==> config.mk <==
export PLATFORM = sky130hd
export DESIGN_NAME = exc_entry_gen
export DESIGN_NICKNAME = d
export VERILOG_FILES = /design/src/rtl/exc_entry_pkg.sv /design/src/rtl/exc_irq_prio.sv /design/src/rtl/exc_resume_calc.sv /design/src/rtl/exc_vec_sel.sv /design/src/rtl/exc_entry_gen.sv
export SDC_FILE = /design/constraint.sdc
export NUM_CORES = 1
export LEC_CHECK = 0
export BUFFER_PORTS_ARGS = -buffer_cell sky130_fd_sc_hd__buf_4
export CAP_MARGIN = 20
export CORE_ASPECT_RATIO = 0.6
export CORE_MARGIN = 2
export CORE_UTILIZATION = 52
export DETAILED_ROUTE_END_ITERATION = 8
export PLACE_DENSITY = 0.93
export SETUP_SLACK_MARGIN = 0.1
export SYNTH_ARGS = -nofsm -noshare
export SYNTH_HDL_FRONTEND = slang
export SYNTH_SLANG_ARGS = --single-unit
==> constraint.sdc <==
create_clock -name clk_i -period 2.3 [get_ports clk_i]
set_input_delay 0.115 -clock clk_i [delete_from_list [all_inputs] [get_ports clk_i]]
set_output_delay 0.115 -clock clk_i [all_outputs]
set_load 0.01 [all_outputs]
==> src/rtl/exc_entry_pkg.sv <==
package exc_entry_pkg;
  localparam int unsigned CODE_W = 5;

  typedef enum logic [CODE_W-1:0] {
    K_INT   = 5'd0,
    K_MOD   = 5'd1,
    K_TLBL  = 5'd2,
    K_TLBS  = 5'd3,
    K_ADEL  = 5'd4,
    K_ADES  = 5'd5,
    K_IBE   = 5'd6,
    K_DBE   = 5'd7,
    K_SYS   = 5'd8,
    K_BRK   = 5'd9,
    K_RI    = 5'd10,
    K_CPU   = 5'd11,
    K_OVF   = 5'd12,
    K_TRAP  = 5'd13,
    K_FPE   = 5'd15,
    K_WATCH = 5'd23,
    K_MCHK  = 5'd24,
    K_NMI   = 5'd28,
    K_SOFT  = 5'd29,
    K_CACHE = 5'd30
  } exc_kind_e;

  localparam logic [31:0] BOOT_GEN_BASE = 32'hBFC0_0200;
  localparam logic [31:0] BOOT_RST_PC   = 32'hBFC0_0000;
  localparam logic [31:0] OFF_GEN       = 32'h0000_0180;
  localparam logic [31:0] OFF_REFILL    = 32'h0000_0000;
  localparam logic [31:0] OFF_IRQ       = 32'h0000_0200;
  localparam logic [31:0] OFF_CERR_BOOT = 32'h0000_0100;
  localparam logic [31:0] OFF_CERR_RUN  = 32'h2000_0100;
endpackage

==> src/rtl/exc_irq_prio.sv <==
module exc_irq_prio #(
  parameter int unsigned LINES = 8,
  localparam int unsigned IDX_W = $clog2(LINES)
) (
  input  logic [LINES-1:0] pend_i,
  output logic [IDX_W-1:0] idx_o
);
  // line 0 never wins by itself; it yields vector 0 like "none"
  always_comb begin
    idx_o = '0;
    for (int i = 1; i < LINES; i++) begin
      if (pend_i[i]) idx_o = IDX_W'(i);
    end
  end
endmodule

==> src/rtl/exc_resume_calc.sv <==
module exc_resume_calc #(
  parameter int unsigned XLEN = 32
) (
  input  logic [XLEN-1:0] pc_i,
  input  logic            in_delay_i,
  input  logic            compact_i,
  output logic [XLEN-1:0] resume_o
);
  logic [XLEN-1:0] back;
  assign back     = compact_i ? XLEN'(2) : XLEN'(4);
  assign resume_o = in_delay_i ? pc_i - back : pc_i;
endmodule

==> src/rtl/exc_vec_sel.sv <==
module exc_vec_sel
  import exc_entry_pkg::*;
#(
  parameter int unsigned XLEN    = 32,
  parameter int unsigned LINES   = 8,
  parameter int unsigned SPACE_W = 5,
  localparam int unsigned IDX_W  = $clog2(LINES),
  localparam int unsigned STEP_W = SPACE_W + 5
) (
  input  logic [CODE_W-1:0]  kind_i,
  input  logic               refill_i,
  input  logic               exl_i,
  input  logic               bev_i,
  input  logic               iv_i,
  input  logic               vint_i,
  input  logic [IDX_W-1:0]   vec_idx_i,
  input  logic [SPACE_W-1:0] space_i,
  input  logic [XLEN-1:0]    ebase_i,
  output logic [XLEN-1:0]    target_o
);
  logic [XLEN-1:0]   base, off;
  logic [STEP_W-1:0] step;

  assign step = {space_i, 5'b0_0000};
  assign base = bev_i ? XLEN'(BOOT_GEN_BASE) : {ebase_i[XLEN-1:10], 10'b0};

  always_comb begin
    off = XLEN'(OFF_GEN);
    unique case (kind_i)
      K_INT: begin
        if (iv_i)   off = XLEN'(OFF_IRQ);
        if (vint_i) off = XLEN'(OFF_IRQ) + XLEN'(vec_idx_i) * XLEN'(step);
      end
      K_TLBL, K_TLBS: if (refill_i && !exl_i) off = XLEN'(OFF_REFILL);
      K_CACHE: off = bev_i ? XLEN'(OFF_CERR_BOOT) : XLEN'(OFF_CERR_RUN);
      default: ;
    endcase
  end

  always_comb begin
    if (kind_i == K_NMI || kind_i == K_SOFT) target_o = XLEN'(BOOT_RST_PC);
    else                                     target_o = base + off;
  end
endmodule

==> src/rtl/exc_entry_gen.sv <==
module exc_entry_gen
  import exc_entry_pkg::*;
#(
  parameter int unsigned XLEN    = 32,
  parameter int unsigned LINES   = 8,
  parameter int unsigned SPACE_W = 5,
  localparam int unsigned IDX_W  = $clog2(LINES)
) (
  input  logic               clk_i,
  input  logic               rst_ni,
  input  logic               take_i,
  input  logic [CODE_W-1:0]  kind_i,
  input  logic               refill_i,
  input  logic [XLEN-1:0]    pc_i,
  input  logic               in_delay_i,
  input  logic               compact_i,
  input  logic [1:0]         cop_num_i,
  input  logic               exl_i,
  input  logic               erl_i,
  input  logic               bev_i,
  input  logic               sr_i,
  input  logic               nmi_flag_i,
  input  logic [1:0]         ksu_i,
  input  logic [LINES-1:0]   im_i,
  input  logic [LINES-1:0]   ip_i,
  input  logic               iv_i,
  input  logic               bd_i,
  input  logic [1:0]         ce_i,
  input  logic               vint_i,
  input  logic [SPACE_W-1:0] vec_space_i,
  input  logic [XLEN-1:0]    ebase_i,
  input  logic [XLEN-1:0]    epc_i,
  input  logic [XLEN-1:0]    error_epc_i,
  output logic               valid_o,
  output logic [XLEN-1:0]    pc_o,
  output logic [XLEN-1:0]    epc_o,
  output logic [XLEN-1:0]    error_epc_o,
  output logic [CODE_W-1:0]  exc_code_o,
  output logic               bd_o,
  output logic [1:0]         ce_o,
  output logic               exl_o,
  output logic               erl_o,
  output logic               bev_o,
  output logic               sr_o,
  output logic               nmi_flag_o,
  output logic [1:0]         ksu_o
);
  logic [IDX_W-1:0] vec_idx;
  logic [XLEN-1:0]  resume, target;
  logic             is_err, is_nmi, is_soft;

  assign is_nmi  = (kind_i == K_NMI);
  assign is_soft = (kind_i == K_SOFT);
  assign is_err  = is_nmi || is_soft;

  exc_irq_prio #(.LINES(LINES)) prio_i (
    .pend_i (ip_i & im_i),
    .idx_o  (vec_idx)
  );

  exc_resume_calc #(.XLEN(XLEN)) resume_i (
    .pc_i       (pc_i),
    .in_delay_i (in_delay_i),
    .compact_i  (compact_i),
    .resume_o   (resume)
  );

  exc_vec_sel #(.XLEN(XLEN), .LINES(LINES), .SPACE_W(SPACE_W)) vsel_i (
    .kind_i    (kind_i),
    .refill_i  (refill_i),
    .exl_i     (exl_i),
    .bev_i     (bev_i),
    .iv_i      (iv_i),
    .vint_i    (vint_i),
    .vec_idx_i (vec_idx),
    .space_i   (vec_space_i),
    .ebase_i   (ebase_i),
    .target_o  (target)
  );

  always_ff @(posedge clk_i or negedge rst_ni) begin
    if (!rst_ni) begin
      valid_o     <= 1'b0;
      pc_o        <= '0;
      epc_o       <= '0;
      error_epc_o <= '0;
      exc_code_o  <= '0;
      bd_o        <= 1'b0;
      ce_o        <= '0;
      exl_o       <= 1'b0;
      erl_o       <= 1'b0;
      bev_o       <= 1'b0;
      sr_o        <= 1'b0;
      nmi_flag_o  <= 1'b0;
      ksu_o       <= '0;
    end else begin
      valid_o <= take_i;
      if (take_i) begin
        pc_o <= target;
        ce_o <= (kind_i == K_CPU) ? cop_num_i : ce_i;
        if (is_err) begin
          error_epc_o <= resume;
          epc_o       <= epc_i;
          bd_o        <= bd_i;
          exl_o       <= exl_i;
          erl_o       <= 1'b1;
          bev_o       <= 1'b1;
          sr_o        <= is_soft | sr_i;
          nmi_flag_o  <= is_nmi | nmi_flag_i;
          ksu_o       <= 2'b00;
        end else begin
          exc_code_o  <= kind_i;
          error_epc_o <= error_epc_i;
          epc_o       <= exl_i ? epc_i : resume;
          bd_o        <= exl_i ? bd_i : in_delay_i;
          ksu_o       <= exl_i ? ksu_i : 2'b00;
          exl_o       <= 1'b1;
          erl_o       <= erl_i;
          bev_o       <= bev_i;
          sr_o        <= sr_i;
          nmi_flag_o  <= nmi_flag_i;
        end
      end
    end
  end
endmodule

### Word-level counts from Yosys, hierarchy flattened

Index checks and enable logic that the tools add are counted.

| storage, ports and cells | value |
|---|---|
| register bits after elaboration | 112 |
| bits of input ports | 174 |
| output and inout port bits | 112 |
| word-level logic and storage cells | 62 |

| cells by class | value |
|---|---|
| add/subtract/negate cells | 3 |
| multiply operators | 1 |
| equal/unequal tests | 6 |
| multiplexer cells | 29 |
| bitwise gates (word level) | 4 |
| reductions and logical operators | 6 |

Operators with widths:

| cell | number |
|---|---|
| 2-to-1 mux 32 bit | 7 |
| case mux 32 bit (3 select lines) | 1 |
| adder 32 bit | 1 |
| subtractor 32 bit | 1 |
| 2-to-1 mux 30 bit | 1 |
| equality test 5 bit (second input constant) | 3 |
| 2-to-1 mux 3 bit | 5 |
| adder 10 x 13 -> 14 bit (first input constant) | 1 |
| equality test 5 x 2 -> 1 bit (second input constant) | 2 |
| 2-to-1 mux 10 bit | 1 |
| 2-to-1 mux 2 bit | 5 |
| 2-to-1 mux 9 bit | 1 |
| AND 8 bit | 1 |
| multiplier 3 x 5 -> 8 bit | 1 |
| 2-to-1 mux 1 bit | 8 |
| equality test 5 x 4 -> 1 bit (second input constant) | 1 |
| zero test 5 bit | 1 |
| OR 1 bit | 2 |
| AND reduction 2 bit | 1 |
| OR reduction 2 bit | 1 |
| logical AND 1 bit | 1 |
| zero test 1 bit | 1 |
| logical OR 1 bit | 1 |
| NOT 1 bit | 1 |

### Logic depth before layout (Yosys ltp)

| logic depth | value |
|---|---|
| depth after elaboration | 14 |
| gate-level depth with buffers | 21 |
| gate-level depth less buffers | 21 |

### By module

A second synthesis with hierarchy kept.

| unflattened totals | value |
|---|---|
| cells, all modules | 836 |
| area, all modules | 7,368.3 um^2 |

By module, submodules not included:

| module | instances | cells an instance | area each (um^2) | sequential area each (um^2) |
|---|---|---|---|---|
| exc_entry_gen | 1 | 503 | 5,078.6 | 2,802.7 |
| exc_vec_sel | 1 | 224 | 1,508.9 | 0.0 |
| exc_resume_calc | 1 | 99 | 735.7 | 0.0 |
| exc_irq_prio | 1 | 10 | 45.0 | 0.0 |

### Worst setup path before layout

No wires, ideal clock.

| timing | value |
|---|---|
| kind | input-to-reg |
| start point | input port ip_i[2] |
| end point | register pc_o[31] |
| setup time | 0.123 ns |
| arrival | 4.425 ns |
| required time | 2.177 ns |
| setup slack | -2.247 ns |
| cell stages on the path | 20 |
| path buffers | 0 |
| cell sequence | nand2_1 a32o_1 a22o_1 a22o_1 nand2_1 fa_1 inv_1 ha_1 inv_1 fa_1 xnor2_1 ha_1 nand2_1 nor4bb_1 ha_1 o2111ai_1 nor4_1 nand2_1 o2bb2a_1 o221a_2 |

| between the ends | value |
|---|---|
| word-level cells in the longest chain between the ends | 13 |

RTL lines:

| what | RTL line | text |
|---|---|---|
| start, declared | exc_entry_gen.sv:25 | `input logic [LINES-1:0] ip_i,` |
| AND 8 bit | exc_entry_gen.sv:57 | `.pend_i (ip_i & im_i),` |
| 2-to-1 mux 2 bit (2 in a row) | exc_irq_prio.sv:12 | `if (pend_i[i]) idx_o = IDX_W'(i);` |
| 2-to-1 mux 3 bit (4 in a row) | exc_irq_prio.sv:12 |  |
| multiplier 3 x 5 -> 8 bit | exc_vec_sel.sv:32 | `if (vint_i) off = XLEN'(OFF_IRQ) + XLEN'(vec_idx_i) * XLEN'(step);` |
| adder 10 x 13 -> 14 bit | exc_vec_sel.sv:32 |  |
| 2-to-1 mux 32 bit | exc_vec_sel.sv:32 |  |
| case mux 32 bit (3 select lines) | exc_vec_sel.sv:29 | `unique case (kind_i)` |
| adder 32 bit | exc_vec_sel.sv:42 | `else target_o = base + off;` |
| 2-to-1 mux 32 bit | exc_vec_sel.sv:41 | `if (kind_i == K_NMI \|\| kind_i == K_SOFT) target_o = XLEN'(BOOT_RST_PC);` |
| end signal, assigned | exc_entry_gen.sv:99 | `pc_o <= target;` |
| end, declared | exc_entry_gen.sv:35 | `output logic [XLEN-1:0] pc_o,` |

Every way passes these cells.
A chain may end at the register's enable or synchronous reset.

### Final worst setup path

| timing | value |
|---|---|
| start point | input port ip_i[2] |
| end point | register pc_o[25] |

Same word-level chain as after synthesis.

==> reports/metrics.csv <==
metric;value;unit
worst-margin pin slew;709;ps
NetSw;1.70;mW
mean post-synth cell area;9.02;µm²
period utilization;174;%
Worst-path clk slew;80;ps
setup ws final;-1700;ps
ys async rst share;100;%
WL/cell;20.4;µm
I/O Buffers;268;
Reg2Reg Depth;2;
status;finished with violations;
Final min period;4000;ps
first-pass iteration count of the detailed router;7;
core area;0.0123;mm²
cell internal pwr;3.84;mW
HPWL Detailed;17800;µm
r2r endpoint;pc_o[14];
Crit Path Category;in -> reg;
setup slack, reg-to-reg;1340;ps
gr usage total;34.8;%
Seq cells post-synth;107;
nets;1248;
first-pass GRT wire length;37600;µm
Die Y;91.5;µm
hold path startpoint;error_epc_i[25];
number of CTS-inserted buffers;9;
unrepaired setup endpoints after global routing;true;
Slew Viols, Final;0;
WL final;24900;µm
Clock power frac;28.3;%
Residual DRC;0;
failing checks;setup timing;
Overflow after GRT;0;
fraction of layout cells with a size suffix above 1;44.4;%
max-cap check violation count;0;
worst-path maximum fanout;5;
chip width;150;µm
warnings from Yosys;0;
number of global-route vias before repair;7335;
htree depth;3;
Fin Clk Skew;0;ps
Peak Freq;250;MHz
clk sinks;107;
initial core utilization;54.2;%
Unique masters post-synth;66;
Cells after Synth;736;
Reg power frac;39.6;%
Worst Hold End;error_epc_o[25];
Site Rows;31;
Worst-Skew Late Latency;330;ps
crit start category;input port;
Synth Cell Area;0.00664;mm²
CP arrival;4270;ps
vias per inst;6.03;
routed vias;7358;
power per cell area;533;mW/mm²
largest net degree at the start of global routing;55;
FF-to-FF Start;pc_o[14];
Crit. End Element;flip-flop;
leak pwr;4.92;nW
dpl cell area;0.00944;mm²
Layout area overhead;56.7;%
initial antenna violation count;0;
RD Place Congestion;0.924;
slew margin rel.;52.6;%
clock root buffer;clkbuf_16;
I/O pin count;286;
sequential share of the synthesized area;40.3;%
die area;0.0137;mm²
Hold Crit Depth;3;
initial detailed-routing violation count;609;
CTS tree;done;
Net Sw Frac;30.8;%
final setup fails;25;
Post-synth EDFFs;0;
Antenna diodes;0;
Detail Route Antenna Nets;0;
Fin. Hold Viols;0;
logic gate share of total power;32.1;%
Required @ worst endpoint;2570;ps
Finished Cell Area;0.0104;mm²
Post-Place Setup Slack;-2290;ps
Clock Path Buffers;2;
Primary FF master, synth;dfrtp_1;
worst hold path class;in -> reg;
Max IR drop VDD;0.000438;V
fillers;721;
## worst max path at each step
stage | depth (start not counted) | to | slack, ps | start
global placement | 21 | pc_o[31] | -2090 | ip_i[4]
finish | 22 | pc_o[25] | -1700 | ip_i[2]
floorplan | 19 | pc_o[31] | -1790 | im_i[1]
CTS | 19 | pc_o[25] | -1680 | im_i[1]
global route | 22 | pc_o[25] | -1850 | ip_i[2]
detailed placement | 21 | pc_o[31] | -2290 | ip_i[4]
## Yosys cell counts, drive strengths merged, types with 8 or more instances
cell type | count | area, µm²
a211oi | 9 | 67.6
a21oi | 23 | 115
a22o | 8 | 70.1
a31oi | 11 | 68.8
and3 | 20 | 125
buf | 11 | 65.1
clkbuf | 37 | 139
dfrtp | 107 | 2680
ha | 16 | 200
inv | 50 | 188
mux2 | 10 | 113
mux2i | 8 | 80.1
nand2 | 53 | 199
nand3 | 52 | 260
nand4 | 16 | 100
nor2 | 64 | 240
nor2b | 10 | 62.6
nor3 | 14 | 70.1
nor4 | 10 | 98.8
o21ai | 30 | 150
o221ai | 28 | 245
o2bb2ai | 16 | 140
or3 | 16 | 100
xnor2 | 27 | 236
xor2 | 13 | 114
## cell families (layout without fill, tap and decap cells)
| family | after synthesis | after routing | share of synthesized area, % |
|---|---|---|---|
| compound gates | 164 | 164 | 17.8 |
| xor+xnor | 41 | 41 | 5.62 |
| fa+ha+maj | 22 | 22 | 4.82 |
| buf+inv | 98 | 414 | 5.90 |
| flops | 107 | 107 | 40.3 |
| mux | 18 | 18 | 2.90 |
| other cells | 1 | 5 | 0.0565 |
| simple gates | 285 | 285 | 22.6 |
## sequential cells by signal, indices dropped and copies added, names as in the netlist, 2 cells and up
signal / count
ce_o: 2
epc_o: 32
error_epc_o: 32
exc_code_o: 5
ksu_o: 2
pc_o: 27
## cell usage in the layout (no fill, tap or decap), drive strengths merged, types with 5 or more instances in the layout
cell type  count
ha            16
a31oi         11
nor2b         10
and3          20
nor2          64
and2           6
a21oi         23
fa             6
or4            5
or3           16
nand2b         6
o21ai         30
nand4         16
mux2i          8
nor4          10
nand3         52
a22o           8
inv           52
xnor2         27
a21o           6
conb           5
o221ai        28
nor3          14
o2bb2ai       16
a211oi         9
mux2          10
clkbuf        10
dfrtp        107
xor2          13
buf          345
nand2         53
## critical path, cell delays in order
cell      delay (ps)
buf_8             70
nand2_2           40
a32o_2           240
a22o_1           210
a22o_4           250
nand2_2           70
fa_1             410
inv_1             80
ha_2             180
inv_2             40
fa_2             340
buf_6            140
xnor2_4          180
buf_6            140
nand4_1          110
mux2i_1          230
ha_1             330
a211oi_4         340
o21ai_4          140
nand4_1          150
mux2_4           310
a31oi_1          150
## final cells by class
class | instances | area (µm²) | share of cell area (%)
tap | 165 | 206 | 1.98
clock inverter | 5 | 62.6 | 0.601
clock buffer | 10 | 229 | 2.20
timing repair buffer | 349 | 2770 | 26.7
inverter | 50 | 205 | 1.97
sequential | 107 | 2680 | 25.7
multi-input combinational | 535 | 4250 | 40.8
## stage by stage
stage               hold WS, ps  power [mW]  util (%)  setup TNS [ps]  instances
finish                     6.98        5.54      84.9          -35040       1221
global route               9.48        5.76      84.9          -38340       1221
CTS                        1.01        5.47      83.1          -33870       1216
detailed placement          132        3.80      77.0          -52430       1189
global placement            125        3.74      77.0          -46930       1189
floorplan                  -181        2.91         -          -33870        740
## power groups by stage
stage	Combinational, mW	Clock (mW)	Sequential, mW
after floorplan	0.620	0	2.29
after global placement	1.52	0	2.22
after detailed placement	1.58	0	2.22
after CTS	1.69	1.58	2.19
after global routing	1.90	1.65	2.22
final	1.78	1.57	2.20
## layer usage
| layer | track usage (%) | up-vias | wire length [µm] |
|---|---|---|---|
| met5 | 0 | - | 0 |
| met3 | 7.39 | 68 | 2400 |
| met2 | 57.8 | 433 | 12000 |
| met4 | 10.4 | 0 | 645 |
| met1 | 45.9 | 3568 | 9860 |
| li1 | - | 3289 | - |
## what timing repair did
action / 4_1_cts / 5_1_grt
setup buffers: 8 / 7
gates resized for setup: 65 / 35
pin swaps: 48 / 33
hold buffers: 4 / 0
setup endpoints to repair: 37 / 39
cloned: 1 / 0
endpoints found under the hold margin: 40 / 0
Power figures use the tool's default switching activity.
